## src/rtl/pcseq_pkg.sv

```systemverilog
package pcseq_pkg;

    // Jump kind encoding as seen on jump_kind_i
    typedef enum logic [1:0] {
        JK_NONE   = 2'b00,
        JK_REG    = 2'b01,
        JK_DIRECT = 2'b10,
        JK_RSVD   = 2'b11
    } jump_kind_e;

    // Source picked for the next program counter
    typedef enum logic [1:0] {
        SRC_SEQ    = 2'b00,
        SRC_BRANCH = 2'b01,
        SRC_REG    = 2'b10,
        SRC_DIRECT = 2'b11
    } pc_src_e;

endpackage

```

## src/rtl/pcseq_incr.sv

```systemverilog
module pcseq_incr #(
    parameter int XLEN = 32,
    parameter int STEP = 4
) (
    input  logic [XLEN-1:0] pc_i,
    output logic [XLEN-1:0] seq_o
);
    localparam logic [XLEN-1:0] STEP_V = XLEN'(STEP);

    always_comb begin
        seq_o = pc_i + STEP_V;
    end
endmodule

```

## src/rtl/pcseq_targets.sv

```systemverilog
module pcseq_targets #(
    parameter int XLEN  = 32,
    parameter int IMM_W = 16,
    parameter int TGT_W = 26
) (
    input  logic [XLEN-1:0]  seq_i,
    input  logic [IMM_W-1:0] imm_i,
    input  logic [TGT_W-1:0] target_i,
    output logic [XLEN-1:0]  branch_tgt_o,
    output logic [XLEN-1:0]  direct_tgt_o
);
    localparam int EXT_W = XLEN - IMM_W;
    localparam int HI_W  = XLEN - TGT_W - 2;

    logic [XLEN-1:0] disp_words;
    logic [XLEN-1:0] disp_bytes;

    always_comb begin
        disp_words   = {{EXT_W{imm_i[IMM_W-1]}}, imm_i};
        disp_bytes   = disp_words << 2;
        branch_tgt_o = seq_i + disp_bytes;
    end

    generate
        if (HI_W > 0) begin : g_region
            always_comb begin
                direct_tgt_o = {seq_i[XLEN-1 -: HI_W], target_i, 2'b00};
            end
        end else begin : g_flat
            always_comb begin
                direct_tgt_o = XLEN'({target_i, 2'b00});
            end
        end
    endgenerate
endmodule

```

## src/rtl/pcseq_select.sv

```systemverilog
module pcseq_select
    import pcseq_pkg::*;
#(
    parameter int XLEN = 32
) (
    input  logic            clk,
    input  logic            rst,
    input  jump_kind_e      jump_kind_i,
    input  logic            branch_i,
    input  logic            zero_i,
    input  logic [XLEN-1:0] seq_i,
    input  logic [XLEN-1:0] branch_tgt_i,
    input  logic [XLEN-1:0] rs_val_i,
    input  logic [XLEN-1:0] direct_tgt_i,
    output logic [XLEN-1:0] next_pc_o
);
    pc_src_e src;
    logic    taken;

    always_comb begin
        taken = branch_i & zero_i;
        unique case (jump_kind_i)
            JK_REG:          src = SRC_REG;
            JK_DIRECT:       src = SRC_DIRECT;
            JK_NONE, JK_RSVD: src = taken ? SRC_BRANCH : SRC_SEQ;
            default:         src = SRC_SEQ;
        endcase
    end

    always_comb begin
        unique case (src)
            SRC_SEQ:    next_pc_o = seq_i;
            SRC_BRANCH: next_pc_o = branch_tgt_i;
            SRC_REG:    next_pc_o = rs_val_i;
            SRC_DIRECT: next_pc_o = direct_tgt_i;
            default:    next_pc_o = seq_i;
        endcase
    end


    reg_jump_chk: assert property (@(posedge clk) disable iff (rst)
        (jump_kind_i == JK_REG) |-> (next_pc_o == rs_val_i));


    not_taken_chk: assert property (@(posedge clk) disable iff (rst)
        ((jump_kind_i == JK_NONE || jump_kind_i == JK_RSVD) && !zero_i)
            |-> (next_pc_o == seq_i));


    direct_align_chk: assert property (@(posedge clk) disable iff (rst)
        (jump_kind_i == JK_DIRECT) |-> (next_pc_o[1:0] == 2'b00));
endmodule

```

## src/rtl/pc_sequencer.sv

```systemverilog
module pc_sequencer
    import pcseq_pkg::*;
#(
    parameter int              XLEN     = 32,
    parameter int              IMM_W    = 16,
    parameter int              TGT_W    = 26,
    parameter int              STEP     = 4,
    parameter logic [XLEN-1:0] RESET_PC = '0
) (
    input  logic             clk,
    input  logic             rst,
    input  logic [IMM_W-1:0] imm_i,
    input  logic [TGT_W-1:0] target_i,
    input  logic [XLEN-1:0]  rs_val_i,
    input  logic             branch_i,
    input  logic             zero_i,
    input  logic [1:0]       jump_kind_i,
    output logic [XLEN-1:0]  pc_o,
    output logic [XLEN-1:0]  next_pc_o,
    output logic [XLEN-1:0]  link_o
);
    logic [XLEN-1:0] pc_q;
    logic [XLEN-1:0] seq;
    logic [XLEN-1:0] br_tgt;
    logic [XLEN-1:0] dir_tgt;
    logic [XLEN-1:0] nxt;

    pcseq_incr #(.XLEN(XLEN), .STEP(STEP)) u_incr (
        .pc_i  (pc_q),
        .seq_o (seq)
    );

    pcseq_targets #(.XLEN(XLEN), .IMM_W(IMM_W), .TGT_W(TGT_W)) u_targets (
        .seq_i        (seq),
        .imm_i        (imm_i),
        .target_i     (target_i),
        .branch_tgt_o (br_tgt),
        .direct_tgt_o (dir_tgt)
    );

    pcseq_select #(.XLEN(XLEN)) u_select (
        .clk          (clk),
        .rst          (rst),
        .jump_kind_i  (jump_kind_e'(jump_kind_i)),
        .branch_i     (branch_i),
        .zero_i       (zero_i),
        .seq_i        (seq),
        .branch_tgt_i (br_tgt),
        .rs_val_i     (rs_val_i),
        .direct_tgt_i (dir_tgt),
        .next_pc_o    (nxt)
    );

    always_ff @(posedge clk) begin
        if (rst) pc_q <= RESET_PC;
        else     pc_q <= nxt;
    end

    always_comb begin
        pc_o      = pc_q;
        next_pc_o = nxt;
        link_o    = seq;
    end


    reset_pc_chk: assert property (@(posedge clk)
        rst |=> (pc_o == RESET_PC));


    pc_load_chk: assert property (@(posedge clk) disable iff (rst)
        !rst |=> (pc_o == $past(next_pc_o)));
endmodule

```

## config.mk

```make
export PLATFORM = sky130hd
export DESIGN_NAME = pc_sequencer
export DESIGN_NICKNAME = d
export VERILOG_FILES = /design/src/rtl/pcseq_pkg.sv /design/src/rtl/pcseq_incr.sv /design/src/rtl/pcseq_targets.sv /design/src/rtl/pcseq_select.sv /design/src/rtl/pc_sequencer.sv
export SDC_FILE = /design/constraint.sdc
export NUM_CORES = 1
export LEC_CHECK = 0
export BUFFER_PORTS_ARGS = -buffer_cell sky130_fd_sc_hd__buf_2
export CORE_MARGIN = 2
export CORE_UTILIZATION = 40
export DETAILED_ROUTE_END_ITERATION = 8
export PLACE_DENSITY = 0.7
export SYNTH_ARGS = -nofsm -noshare
export SYNTH_HDL_FRONTEND = slang
export SYNTH_SLANG_ARGS = --single-unit
```

## constraint.sdc

```tcl
create_clock -name clk -period 6.05 [get_ports clk]
set_input_delay 1.21 -clock clk [delete_from_list [all_inputs] [get_ports clk]]
set_output_delay 1.21 -clock clk [all_outputs]
set_load 0.03 [all_outputs]
```

==> results of run 1 <==
[metrics by stage]
step           cell area [µm²]  worst slack [ps]  hold slack [ps]
6_report                  4930               499              653
5_1_grt                   4930               197              714
4_1_cts                   4930               522              665
3_5_place_dp              4820               878              644
3_3_place_gp              4820               958              632
2_1_floorplan             3880               231              820
[worst max-delay path, cell delays in order (launching register included)]
cell and delay, ps:
dfxtp_1 420, and4_1 280, and2_1 360, nand4_1 180
xor2_1 280, inv_1 100, ha_1 390, a21o_1 200
a31oi_1 230, o32ai_2 130, o32a_4 420, a22oi_4 230
a21oi_1 110, a31o_1 220, a211oi_1 250, buf_2 240
[cell usage in the layout (no fill, tap or decap), types with 2 or more instances in the layout]
| master | n |
|---|---|
| xor2_1 | 19 |
| and3_1 | 6 |
| nand4_1 | 12 |
| a211oi_1 | 10 |
| a222oi_1 | 2 |
| a22o_1 | 7 |
| clkbuf_8 | 5 |
| dfxtp_1 | 32 |
| a21oi_1 | 40 |
| buf_4 | 4 |
| a21o_1 | 13 |
| o2111ai_1 | 2 |
| a22oi_1 | 26 |
| nand2_1 | 39 |
| a41oi_1 | 2 |
| o21a_1 | 6 |
| o22ai_1 | 5 |
| or3_1 | 2 |
| a31oi_1 | 7 |
| mux2i_1 | 3 |
| a21oi_4 | 2 |
| nor2b_1 | 16 |
| o211ai_1 | 2 |
| a221oi_1 | 6 |
| nand3_1 | 20 |
| buf_2 | 175 |
| a21boi_0 | 2 |
| o21ai_0 | 21 |
| nor3_1 | 9 |
| xnor2_1 | 27 |
| nand3b_1 | 2 |
| inv_1 | 19 |
| nor2_1 | 38 |
| a221o_1 | 2 |
| nand2b_1 | 3 |
| ha_1 | 36 |
| and4_1 | 4 |
| and2_1 | 4 |
[layout make-up]
class | count | share of cell area (%)
Timing Repair Buffer | 179 | 18.4
Tap cell | 129 | 3.27
Inverter | 19 | 1.45
Sequential cell | 32 | 13.0
Clock buffer | 6 | 1.47
Multi-Input combinational cell | 429 | 61.7
Clock inverter | 2 | 0.710
[report_power, final]
group	total [W]	internal, W	switching, W
Sequential	0.000269	0.000236	0.0000332
Clock	0.000214	0.000122	0.0000915
Combinational	0.000746	0.000254	0.000491
Total	0.00123	0.000612	0.000616
[cells by family after synthesis]
| group | synth area share, % |
|---|---|
| buf+inv | 5.00 |
| flops | 16.5 |
| fa+ha+maj | 12.1 |
| mux | 1.06 |
| simple gates | 22.1 |
| xor+xnor | 11.1 |
| compound gates | 32.1 |
[per-layer routing]
metal  part of all wire [%]  track usage, %
met1                     41            32.9
met2                     48            44.9
met3                    8.7            4.99
met4                    2.3            6.97
met5                      0               0
[worst paths after layout]
path / startpoint / end / slack (ps) / depth (start not counted)
max: pc_o[4] / next_pc_o[25] / 500 / 15
min: pc_o[0] / pc_o[0] / 650 / 2
max reg2reg: pc_o[4] / pc_o[25] / 2060 / 14
min reg2reg: pc_o[0] / pc_o[0] / 650 / 2
==> metrics.md, run 1 <==
| Metric | Value |
|---|---|
| Port bufs | `175` |
| Placement Rows | `35` |
| Leading area contributor after synthesis | `dfxtp_1` |
| Main synth FF type | `dfxtp_1` |
| Synth top area cells | `dfxtp_1 17%, ha_1 12%, xnor2_1 6.1%, a21oi_1 5.2%, a22oi_1 5.0%` |
| Total CTS buffers | `5` |
| Initial DRC count | `274` |
| Clk Latency, worst-skew pair | `290 ps` |
| Gr ovfl total | `0` |
| TritonCTS clock tree | `yes` |
| Share of layout cells above drive strength 1 | `30.9%` |
| Fin cells | `796` |
| Clock Skews | `11.9 ps` |
| Yosys Warn Count | `0` |
| H-tree depth | `2` |
| Initial antenna violation count | `0` |
| Pins Over Slew Limit | `0` |
| Syn nets | `621` |
| Startpoint types | `flip-flop` |
| Postcts setup bufs | `0` |
| Sequential share of the synthesized area | `16.5%` |
| Vias per inst | `5.83` |
| WL final | `14300 µm` |
| Most frequent cell after synthesis | `a21oi_1` |
| RSZ-0062 raised after global routing | `no` |
| Number of global-route vias before repair | `4334` |
| Fill count | `909` |
| Core area | `9330 µm²` |
| Post-CTS Resized | `0` |
| Crit path kind | `reg2out` |
| Syn_area_per_cell | `7.70 µm²` |
| Slew HR | `46.4%` |
| Seq. cell area | `641 µm²` |
| Die area | `10500 µm²` |
| Area grow syn2layout | `27.1%` |
| Avg WL per Cell | `18.0 µm` |
| Required time of the critical path | `4840 ps` |
| Post-route clock period utilization | `91.7%` |
| Detail Route Antenna Nets | `0` |
| CTS sink count | `32` |
| Util after Layout | `52.9%` |
| Drt drc | `0` |
| Async SR Flop Fraction | `0%` |
| Slew @ Worst Pin | `803 ps` |
| CTS Hold Bufs | `0` |
| Critical path fanouts, max | `8` |
| Crit end category | `primary output` |
| Pwr Total | `0.00123 W` |
| Leakage | `2.50 nW` |
| Multi-input logic area | `3040 µm²` |
| Pwr dens | `249 nW/µm²` |
| Largest register FFs | `32` |
| Largest net degree at the start of global routing | `35` |
| Setup TNS | `0 ps` |
| Final HPWL DP | `11200 µm` |
| Die height | `102 µm` |
| Chip width | `102 µm` |
| Fmax | `180 MHz` |
| Clk pin slew, worst setup/hold paths | `80 ps` |
| Synthesis-stage register bit count | `32` |
| Pre-Repair DR Iteration Count | `4` |
| Peak VDD IR | `0.000104 V` |
| Post-synth EDFFs | `0` |
| Status | `completed` |
| Fin crit period | `5550 ps` |
| CP arrival | `4340 ps` |
| Max-cap violations | `0` |
| First-pass GRT wire length | `21500 µm` |
| Final setup viols | `0` |
| CTS max path bufs | `2` |
| Post-synth top area share | `16.5%` |
| RD Place Congestion | `0.980` |
| DP Cell Count | `788` |
| Worst hold path class | `reg2reg` |
| Global-route usage over all layers | `25.9%` |
| Initial core utilization | `41.6%` |
| Fin. Hold Viols | `0` |
| Commonest cells post-synth | `40 x a21oi_1, 39 x nand2_1, 38 x nor2_1` |
| Synth cell types | `74` |
| Synthesized netlist cell count | `504` |
| Net count, final | `783` |
| Via count | `4643` |
| CTS Root Cell | `clkbuf_8` |
| Top Ports | `176` |
| # diodes | `0` |
| Synthesized area | `3880 µm²` |
Power figures use the tool's default switching activity.
==> run 2: changes to the inputs <==
--- a/config.mk
+++ b/config.mk
@@ -5,11 +5,13 @@
 export SDC_FILE = /design/constraint.sdc
 export NUM_CORES = 1
 export LEC_CHECK = 0
+export ABC_AREA = 1
 export BUFFER_PORTS_ARGS = -buffer_cell sky130_fd_sc_hd__buf_2
+export CORE_ASPECT_RATIO = 1.2
 export CORE_MARGIN = 2
 export CORE_UTILIZATION = 40
 export DETAILED_ROUTE_END_ITERATION = 8
-export PLACE_DENSITY = 0.7
+export PLACE_DENSITY = 0.67
 export SYNTH_ARGS = -nofsm -noshare
 export SYNTH_HDL_FRONTEND = slang
 export SYNTH_SLANG_ARGS = --single-unit
==> constraint.sdc (replaced) <==
create_clock -name clk -period 6.05 [get_ports clk]
set_input_delay 0.3025 -clock clk [delete_from_list [all_inputs] [get_ports clk]]
set_output_delay 0.3025 -clock clk [all_outputs]
set_load 0.03 [all_outputs]
==> run 2 against run 1 <==
  * Worst hold slack worse by 330 ps
  * Combinational power is 6.0% higher
  * Synthesized cell count is 61% higher
  * Core utilization is 2.4 points lower
  * Routed wire length is 25% higher
  * Clock-buffer cell count is 1 higher
  * Cell area is 17% higher
  * First-iteration DRC count is 2.6% higher
  * Sequential cell count stayed put
  * Maximum frequency is 35% higher
  * Worst setup slack better by 1400 ps
==> metrics.md, run 2 <==
| Metric | Value |
|---|---|
| Main synth FF type | `dfxtp_1` |
| Post-synthesis mux area share | `0%` |
| Largest net degree at the start of global routing | `40` |
| Number of global-route vias before repair | `5597` |
| Hold Path Depth | `3` |
| Most frequent cells in the layout | `232 x nand2_1, 175 x buf_2, 136 x inv_1, 85 x nor2_1, 55 x nand3_1` |
| Worst Min Path Start | `rs_val_i[1]` |
| Largest register FFs | `32` |
| CTS sink count | `32` |
| Fmax | `242 MHz` |
| Top Ports | `176` |
| Peak VDD IR | `0.000133 V` |
| First-pass GRT wire length | `27500 µm` |
| Crit end category | `primary output` |
| Port bufs | `175` |
| Reg-to-reg endpoint | `pc_o[22]` |
| Worst R2R Start | `pc_o[2]` |
| Syn nets | `927` |
| Reg2Reg Depth | `21` |
| Initial core utilization | `40.5%` |
| TritonCTS clock tree | `yes` |
| Placement Rows | `43` |
| Fin. Hold Viols | `0` |
| Drt drc | `0` |
| Most common cell after layout, fill and taps aside | `nand2_1` |
| Postcts setup bufs | `0` |
| RD Place Congestion | `1.02` |
| CP arrival | `3820 ps` |
| Worst hold path class | `in2reg` |
| Pre-Repair DR Iteration Count | `6` |
| Share of layout cells above drive strength 1 | `22.1%` |
| Async SR Flop Fraction | `0%` |
| Pwr dens | `229 nW/µm²` |
| Leakage | `3.35 nW` |
| Crit path kind | `reg2out` |
| RSZ-0062 raised after global routing | `no` |
| Syn_area_per_cell | `5.73 µm²` |
| Total CTS buffers | `5` |
| Synth Area in Compound Gates | `16.7%` |
| Area grow syn2layout | `24.8%` |
| Fill count | `1261` |
| XOR/XNOR Fraction of Synth Area | `4.69%` |
| H-tree depth | `2` |
| Synthesis-stage register bit count | `32` |
| Synth cell types | `41` |
| Post-Synth Simple-Gate Area | `41.2%` |
| Register-to-register setup slack | `2560 ps` |
| Synth top area cells | `nand2_1 19%, dfxtp_1 14%, inv_1 11%, ha_1 9.7%, nor2_1 6.9%` |
| CTS Hold Bufs | `0` |
| Commonest cells post-synth | `232 x nand2_1, 136 x inv_1, 85 x nor2_1` |
| Post-synth EDFFs | `0` |
| Largest family of logic cells by synthesized area | `simple AND/OR/NAND/NOR gates` |
| Post-route clock period utilization | `68.2%` |
| Leading area contributor after synthesis | `nand2_1` |
| CTS max path bufs | `2` |
| Status | `completed` |
| Post-Place Setup Slack | `2240 ps` |
| Gr ovfl total | `0` |
| Via count | `5777` |
| Setup TNS | `0 ps` |
| Slew HR | `52.2%` |
| Initial antenna violation count | `0` |
| Chip width | `102 µm` |
| Adder-Cell Fraction of Synth Area | `10.1%` |
| # diodes | `0` |
| Required time of the critical path | `5750 ps` |
| DP Cell Count | `1125` |
| Yosys Warn Count | `0` |
| Net count, final | `1092` |
| WL final | `17900 µm` |
| Core area | `11500 µm²` |
| Avg WL per Cell | `15.8 µm` |
| Critical path fanouts, max | `5` |
| Global-route usage over all layers | `28.7%` |
| Most frequent cell after synthesis | `nand2_1` |
| Final setup viols | `0` |
| Startpoint types | `flip-flop` |
| Die height | `122 µm` |
| CTS Root Cell | `clkbuf_16` |
| Initial DRC count | `281` |
| Post-CTS Resized | `0` |
| Die area | `12500 µm²` |
| Detail Route Antenna Nets | `0` |
| Max-cap violations | `0` |
| Fin cells | `1132` |
| Pins Over Slew Limit | `0` |
| Final HPWL DP | `15000 µm` |
| Fin crit period | `4120 ps` |
| Final setup margin | `1930 ps` |
| Hold Path Sink | `pc_o[1]` |
| Clk Latency, worst-skew pair | `280 ps` |
| Vias per inst | `5.10` |
| Sequential share of the synthesized area | `13.8%` |
| Post-synth top area share | `18.8%` |
| Synthesized netlist cell count | `810` |
| Clk pin slew, worst setup/hold paths | `50 ps` |
| Slew @ Worst Pin | `715 ps` |
| Clock Skews | `4.43 ps` |
| Synthesized area | `4640 µm²` |
-- run 2: cell count changes in the layout (fill, tap and decap cells not counted), sizes merged, moves of 12 or more --
cell | before | now
nand2 | 40 | 239
a221oi | 6 | 20
xnor2 | 28 | 5
inv | 19 | 139
nand3 | 20 | 59
nor2 | 39 | 91
a22oi | 27 | 4
a21o | 14 | 2
-- run 2: metal layers --
metal  global-route usage, %  vias to the layer above  part of all wire, %
li1                        -                     2944                    -
met1                    32.8                     2512                   40
met2                    49.1                      259                   46
met3                    5.22                       62                  7.7
met4                    17.6                        0                  6.7
met5                       0                        -                    0
-- run 2: cells by family (layout without fill, tap and decap cells) --
kind of cell / after synthesis / in the layout
compound gates: 124 / 124
flops: 32 / 32
simple gates: 434 / 434
xor+xnor: 24 / 24
buf+inv: 159 / 324
fa+ha+maj: 37 / 37
-- run 2: cell type report --
type	count	area (µm²)	area share, %
multi-input combinational	619	3380	58.4
inverter	139	522	9.01
sequential	32	641	11.1
timing repair buffer	178	898	15.5
tap	157	196	3.39
clock buffer	7	153	2.64
-- run 2: critical path: stages, from the launching register on --
cell and delay, ps:
dfxtp_1 380, ha_1 250, nand2_1 100, inv_1 100, nand3_2 150, inv_1 90, nand3_1 100, or2_2 300
xor2_1 180, inv_1 100, ha_1 350, nand2_1 130, nor2_1 140, inv_1 70, nor2_1 220, nand3_1 150
nand4_1 120, nand3_1 160, nand2_1 110, o21ai_1 90, inv_1 60, buf_2 190
-- run 2: worst max path at each step --
stage                 start       endpoint  cells after the start
floorplan           pc_o[2]  next_pc_o[14]                     15
global placement    pc_o[3]  next_pc_o[22]                     21
detailed placement  pc_o[3]  next_pc_o[22]                     21
CTS                 pc_o[3]  next_pc_o[22]                     21
global route        pc_o[3]  next_pc_o[29]                     22
finish              pc_o[2]  next_pc_o[22]                     21
-- run 2: stage by stage --
stage / power [W] / utilization (%) / area, µm² / hold WS [ps]
2_1_floorplan: 0.000818 / - / 4640 / 374
4_1_cts: 0.00133 / 50.5 / 5790 / 316
6_report: 0.00132 / 50.5 / 5790 / 320
3_3_place_gp: 0.00106 / 49.2 / 5640 / 499
3_5_place_dp: 0.00106 / 49.2 / 5640 / 504
5_1_grt: 0.00142 / 50.5 / 5790 / 352
-- run 2: report_power, final --
| group | internal (W) | switching, W |
|---|---|---|
| sequential | 0.000236 | 0.0000357 |
| clock | 0.000172 | 0.0000896 |
| combinational | 0.000235 | 0.000556 |
==> run 3: changes to the inputs <==
--- a/config.mk
+++ b/config.mk
@@ -5,13 +5,13 @@
 export SDC_FILE = /design/constraint.sdc
 export NUM_CORES = 1
 export LEC_CHECK = 0
-export ABC_AREA = 1
+export ABC_AREA = 0
 export BUFFER_PORTS_ARGS = -buffer_cell sky130_fd_sc_hd__buf_2
 export CORE_ASPECT_RATIO = 1.2
 export CORE_MARGIN = 2
 export CORE_UTILIZATION = 40
 export DETAILED_ROUTE_END_ITERATION = 8
-export PLACE_DENSITY = 0.67
+export PLACE_DENSITY = 0.73
 export SYNTH_ARGS = -nofsm -noshare
 export SYNTH_HDL_FRONTEND = slang
 export SYNTH_SLANG_ARGS = --single-unit
==> constraint.sdc (replaced) <==
create_clock -name clk -period 3.6 [get_ports clk]
set_input_delay 0.18 -clock clk [delete_from_list [all_inputs] [get_ports clk]]
set_output_delay 0.18 -clock clk [all_outputs]
set_load 0.03 [all_outputs]
==> run 3 against run 2 <==
  * The run now ends with setup timing left
  * Critical path type unchanged
  * Sequential cell count unchanged
  * Highest routed layer unchanged
  * Largest cell class unchanged
  * Cell area is 13% higher
  * Clock skew rose by 3.9 ps
  * Final cell count decreased by 21%
  * Clock power increased by 89%
  * Combinational power is 110% higher
  * Worst setup slack worse by 2200 ps
  * First-iteration DRC count increased by 8.2%
==> metrics.md, run 3 (synthesized netlist as in run 1, its figures left out) <==
| Metric | Value |
|---|---|
| Port bufs | `175` |
| Max-cap violations | `0` |
| Peak VDD IR | `0.000202 V` |
| Crit end category | `primary output` |
| Critical path fanouts, max | `4` |
| Largest net degree at the start of global routing | `35` |
| CTS Root Cell | `clkbuf_16` |
| Initial antenna violation count | `0` |
| Required time of the critical path | `3420 ps` |
| # diodes | `0` |
| H-tree depth | `2` |
| Fin. Hold Viols | `0` |
| Pins Over Slew Limit | `0` |
| Placed Area | `5680 µm²` |
| Total CTS buffers | `5` |
| Initial DRC count | `304` |
| Drt drc | `0` |
| Final HPWL DP | `12600 µm` |
| Setup TNS | `-1420 ps` |
| Number of global-route vias before repair | `5038` |
| Final setup margin | `-243 ps` |
| Final setup viols | `10` |
| Net count, final | `888` |
| TritonCTS clock tree | `yes` |
| Global-route usage over all layers | `30.0%` |
| Top Ports | `176` |
| Hold Path Depth | `3` |
| Pre-Repair DR Iteration Count | `5` |
| Clock Skews | `8.36 ps` |
| CP arrival | `3660 ps` |
| Most frequent cells in the layout | `161 x buf_2, 110 x buf_4, 33 x nor2_1, 32 x nand2_1` |
| Leakage | `3.23 nW` |
| Crit path kind | `reg2out` |
| DP Cell Count | `867` |
| Slew HR | `38.9%` |
| Worst Path Buf+Inv | `4` |
| First-pass GRT wire length | `24700 µm` |
| Fill count | `751` |
| CTS max path bufs | `2` |
| CP Cell Sequence | `and4_4, buf_6, and2_4, buf_4, nand3_1, xnor2_2, ha_1, a21o_1, a31oi_2, o32ai_2, o32a_4, a22oi_4, o311ai_1, buf_4, xnor2_2, a21oi_2, buf_6` |
| Core area | `9470 µm²` |
| Pwr dens | `403 nW/µm²` |
| Worst hold path class | `in2reg` |
| Final Instance Area | `6550 µm²` |
| Initial core utilization | `41.0%` |
| RSZ-0062 raised after global routing | `yes` |
| Die area | `10500 µm²` |
| Chip width | `93.9 µm` |
| Gr ovfl total | `0` |
| Post-route clock period utilization | `107%` |
| Reg2Reg Depth | `17` |
| Placement Rows | `39` |
| Avg WL per Cell | `18.7 µm` |
| Crit path largest cell delay | `410 ps` |
| Failing checks | `setup timing` |
| Die height | `112 µm` |
| Most common cell after layout, fill and taps aside | `buf_2` |
| WL final | `16700 µm` |
| Vias per inst | `5.80` |
| Largest register FFs | `32` |
| RD Place Congestion | `0.924` |
| Cell family with most CP delay | `compound AO/OA/AOI/OAI gates` |
| Detail Route Antenna Nets | `0` |
| Via count | `5190` |
| Startpoint types | `flip-flop` |
| Slew @ Worst Pin | `917 ps` |
| Clk Latency, worst-skew pair | `290 ps` |
| CTS sink count | `32` |
| CP max-delay cell | `o32a_4` |
| Clk pin slew, worst setup/hold paths | `50 ps` |
| Fmax | `260 MHz` |
| Share of layout cells above drive strength 1 | `54.0%` |
| Fin cells | `895` |
| Pwr Total | `0.00264 W` |
| Status | `complete, but fails checks` |
| CTS Hold Bufs | `0` |
| Area grow syn2layout | `68.8%` |
| Post-Place Setup Slack | `-145 ps` |
| Fin crit period | `3840 ps` |
| Number of cells on the critical path | `17` |
[run 3: cell count changes in the layout (fill, tap and decap cells not counted), sizes merged, moves of 39 or more]
| cell | change |
|---|---|
| nand2 | -199 |
| inv | -120 |
| buf | +106 |
| nor2 | -52 |
| nand3 | -39 |
[run 3: through the flow]
step / utilization, % / hold slack, ps
after floorplan: - / 249
after global placement: 60.0 / 526
after detailed placement: 60.0 / 538
after CTS: 65.5 / 246
after global routing: 69.2 / 275
final: 69.2 / 259
[run 3: layout make-up]
| type | count | area (µm²) | area share [%] |
|---|---|---|---|
| timing repair buffer | 284 | 1790 | 27.3 |
| tap | 123 | 154 | 2.35 |
| clock buffer | 6 | 129 | 1.97 |
| inverter | 19 | 71.3 | 1.09 |
| clock inverter | 2 | 35.0 | 0.535 |
| sequential | 32 | 682 | 10.4 |
| multi-input combinational | 429 | 3690 | 56.3 |
[run 3: tightest hold or removal path, delay by kind of cell]
| family | cells | cell delay, ps |
|---|---|---|
| AND/OR/NAND/NOR | 1 | 120 |
| buffers and inverters | 1 | 80 |
| AO/OA/AOI/OAI | 1 | 120 |
[run 3: path summary, 6_finish.rpt]
path	startpoint	end	slack (ps)
setup / recovery	pc_o[4]	next_pc_o[31]	-240
hold / removal	rs_val_i[1]	pc_o[1]	260
setup reg to reg	pc_o[4]	pc_o[25]	20
hold reg to reg	pc_o[2]	pc_o[2]	620
[run 3: power breakdown]
part	internal, W	switching, W
clock	0.000326	0.000170
sequential	0.000401	0.0000426
combinational	0.000701	0.000997
total	0.00143	0.00121
[run 3: per-layer routing]
metal	up-vias	part of all wire, %	GRT usage (%)
met2	271	51	54.7
li1	2421	-	-
met1	2447	38	35.1
met4	0	3.8	10.8
met3	51	7.1	4.06
met5	-	0	0
[run 3: what timing repair did]
item,in CTS,in global routing
gates resized for setup,68,50
setup buffers,10,12
setup endpoints to repair,20,28
endpoints found under the hold margin,0,0
pin swaps,23,33
